$ cat src/rtl/chr_pkg.sv
package chr_pkg;
    typedef enum logic [0:0] {
        ST_EMPTY = 1'b0,
        ST_FULL  = 1'b1
    } chr_state_e;
endpackage

$ cat src/rtl/chr_ctrl.sv
module chr_ctrl
    import chr_pkg::*;
(
    input  logic clk,
    input  logic rst,
    input  logic load_i,
    output logic full_o
);
    chr_state_e state_q;
    chr_state_e state_d;

    // next-state logic: FILL (EMPTY->FULL), RELOAD and KEEP (FULL->FULL)
    always_comb begin
        state_d = state_q;
        unique case (state_q)
            ST_EMPTY: if (load_i) state_d = ST_FULL;
            ST_FULL:  state_d = ST_FULL;
            default:  state_d = ST_EMPTY;
        endcase
    end

    always_ff @(posedge clk) begin
        if (rst) state_q <= ST_EMPTY;
        else     state_q <= state_d;
    end

    always_comb begin
        full_o = (state_q == ST_FULL);
    end
endmodule

$ cat src/rtl/chr_store.sv
module chr_store #(
    parameter int W = 8
) (
    input  logic         clk,
    input  logic         rst,
    input  logic         load_i,
    input  logic [W-1:0] din_i,
    output logic [W-1:0] word_o
);
    logic [W-1:0] word_q;

    always_ff @(posedge clk) begin
        if (rst)         word_q <= '0;
        else if (load_i) word_q <= din_i;
    end

    assign word_o = word_q;
endmodule

$ cat src/rtl/capture_hold_reg.sv
module capture_hold_reg #(
    parameter int W = 8
) (
    input  logic         clk,
    input  logic         rst,
    input  logic         load_i,
    input  logic [W-1:0] din_i,
    output logic [W-1:0] dout_o,
    output logic         valid_o
);
    localparam logic [W-1:0] ZERO_WORD = '0;

    logic         full;
    logic [W-1:0] held;

    chr_ctrl u_ctrl (
        .clk    (clk),
        .rst    (rst),
        .load_i (load_i),
        .full_o (full)
    );

    chr_store #(.W(W)) u_store (
        .clk    (clk),
        .rst    (rst),
        .load_i (load_i),
        .din_i  (din_i),
        .word_o (held)
    );

    // output process: mask the word while nothing has been captured
    always_comb begin
        valid_o = full;
        dout_o  = full ? held : ZERO_WORD;
    end
endmodule

$ cat config.mk
export PLATFORM = sky130hd
export DESIGN_NAME = capture_hold_reg
export DESIGN_NICKNAME = d
export VERILOG_FILES = /design/src/rtl/chr_pkg.sv /design/src/rtl/chr_ctrl.sv /design/src/rtl/chr_store.sv /design/src/rtl/capture_hold_reg.sv
export SDC_FILE = /design/constraint.sdc
export NUM_CORES = 1
export LEC_CHECK = 0
export BUFFER_PORTS_ARGS = -buffer_cell sky130_fd_sc_hd__buf_2
export CORE_AREA = 2 2 39 41
export DETAILED_ROUTE_END_ITERATION = 10
export DIE_AREA = 0 0 41 43
export HOLD_SLACK_MARGIN = 0.06
export SYNTH_ARGS = -nofsm -noshare
export SYNTH_HDL_FRONTEND = slang
export SYNTH_HIERARCHICAL = 1
export SYNTH_SLANG_ARGS = --single-unit
export TNS_END_PERCENT = 20
$ cat constraint.sdc
create_clock -name clk -period 1.5 [get_ports clk]
set_input_delay 0.15 -clock clk [delete_from_list [all_inputs] [get_ports clk]]
set_output_delay 0.15 -clock clk [all_outputs]
set_load 0.005 [all_outputs]
==> impl_metrics.toml <==
[critical_path]
critPathLaunchType = "flip-flop"
path_buf_inv = 1
cp_slowest_cell = "dfxtp_1"
path_class = "flip-flop to primary output"
crit_family = "flip-flops"
critical_path_arrival_ns = 0.98
critical_path.max_stage_delay_ns = 0.45
critical_path_required_ns = 1.35
worst_r2r_endpoint = "u_ctrl/full_o$_SDFF_PP0_"
r2r_cells = 1
crit_fanout = 10
reg2reg_setup_slack_ns = 0.82
end_kind = "primary output"
r2r-start = "u_ctrl/full_o$_SDFF_PP0_"
crit_chain = "and2_1, buf_2"

[sta]
rsz0062_at_grt = "false"
drv_slew = 0
worst_slack_ns = 0.368
finalHoldViolCount = 0
final.setup.tns_ns = 0
skew_ns = 0
fin_crit_ns = 1.13
period_share_pct = 75.5
setup_viol = 0
timing.fmax_mhz = 883
hold_slack_ns = 0.133
relSlewSlack_pct = 83.1
worst_pin_slew_ns = 0.253

[clocking]
root_buffer = "clkbuf_4"
clockBufferDepth = 2
cts_tree = "yes"
cts_made_buffers = 3
cts_setup_buffers = 0
cts.sinks = 9
ctsHoldBuffers = 0
post_cts_resized = 0
htree_levels = 1
cts.clk_slew.worst_paths_ns = 0.06
clk_latency_ns = 0.25

[routing]
via_per_inst = 4.15
wl_per_cell_um = 9.51
totalWireLength_um = 694
drc = 0
ant_nets = 0
vias = 303
firstDrtPassIters = 4
drtIter0Drc = 5

[floorplanning]
dieArea_um2 = 1760
row_count = 14
core_um2 = 1380
die_y_um = 43
initial_utilization_pct = 26.4
ios = 20
die_x_um = 41

[global_route]
antenna_found_initial = 0
grt.overflow.total = 0
grt_pass1_wl_um = 931
grt_start_max_net_pins = 11
grt_pass1_vias = 240
grt_usage_pct = 8.56

[finish]
postLayoutCellArea_um2 = 492
layoutNonFillerInstCount = 73
syn_to_final_growth_pct = 34.6
fin_util_pct = 35.5
layout-drive-gt1-share_pct = 38.6
nets = 69
num_antenna_cells = 0

[min_path]
hold_end = "u_store/word_o[2]$_SDFFE_PP0P_"
hp-start = "din_i[2]"
hold_class = "input pin to flip-flop"
holdPathStages = 3

[pwr]
p_leak_nw = 0.269
ir_drop_v = 0.000441
power_density_nw_per_um2 = 1020
total_power_uw = 499

[synth]
synth_edf_count = 0
ys.flop_type = "dfxtp_1"
syn_inst = 36
yosysTopAreaCell = "dfxtp_1"
synth_top_area_share_pct = 49.3
synth.avg_cell_area_um2 = 10.1
synthTopCellsByCount = "9 x dfxtp_1, 8 x and2_1, 8 x mux2i_1, 8 x nor2_1"
syn_nets = 47
synth.most_common_cell = "dfxtp_1"
synth-seq-cells = 9
synth_seq_area_share_pct = 49.3
synth_area_um2 = 365
synthTopCellsByArea = "dfxtp_1 49%, mux2i_1 22%, and2_1 14%"
synthDistinctLibCells = 7
synth_warnings = 6
synthArstFlopShare_pct = 0

[place]
placed_area_um2 = 465
dp_slack_ns = 0.607
io_buffers = 19
place_inst = 69
gp_congestion = 0.579

[run]
cap_viol_max_count = 0

[run_status]
status = "complete, no violations"
[placed cells by master, fill, tap and decap left out, drive strengths merged]
master / n
and2: 8
buf: 19
clkbuf: 4
dfxtp: 9
mux2i: 8
nor2: 8
o21ba: 1
[worst max path at each step]
stage / start / to / slack (ns) / cells after the start
after floorplan: u_ctrl/full_o$_SDFF_PP0_ / dout_o[0] / 0.79 / 1
after global placement: u_ctrl/full_o$_SDFF_PP0_ / dout_o[4] / 0.65 / 2
after detailed placement: u_ctrl/full_o$_SDFF_PP0_ / dout_o[4] / 0.61 / 2
after CTS: u_ctrl/full_o$_SDFF_PP0_ / dout_o[4] / 0.32 / 2
after global routing: u_ctrl/full_o$_SDFF_PP0_ / dout_o[7] / 0.26 / 2
final: u_ctrl/full_o$_SDFF_PP0_ / dout_o[4] / 0.37 / 2
[tightest hold or removal path, stage by stage]
cell and delay (ns):
buf_2 0.08, mux2i_1 0.06, nor2_1 0.07
[cells by family (layout without fill, tap and decap cells)]
kind of cell / count (synthesis) / after routing / share of synthesized area [%]
DFF: 9 / 9 / 49.3
AOI/OAI and AO/OA: 1 / 1 / 2.74
buffers and inverters: 2 / 23 / 4.11
muxes: 8 / 8 / 21.9
and+or+nand+nor: 16 / 16 / 21.9
[sequential cells by signal, indices dropped and copies added (netlist names)]
signal,flops
u_ctrl/full_o,1
u_store/word_o,8
[final cells by class]
cell class | count | area (µm²)
clock buffer | 4 | 26.3
fill | 146 | 892
sequential | 9 | 180
timing repair buffer | 19 | 95.1
multi-input combinational | 25 | 170
tap | 16 | 20.0
[report_power, final]
group | switching [mW] | leakage [nW] | internal [mW] | total [mW]
registers | 0.00880 | 0.0745 | 0.254 | 0.263
logic | 0.0244 | 0.180 | 0.0317 | 0.0560
clock network | 0.0784 | 0.0150 | 0.102 | 0.181
[metal layers]
metal	wire length [µm]	global-route usage, %	up-vias
li1	-	-	158
met1	323	9.42	129
met2	294	10.9	16
met3	76	6.28	0
met4	0	6.00	0
met5	0	0	-
Note: power is estimated with default switching activity, not from simulation.
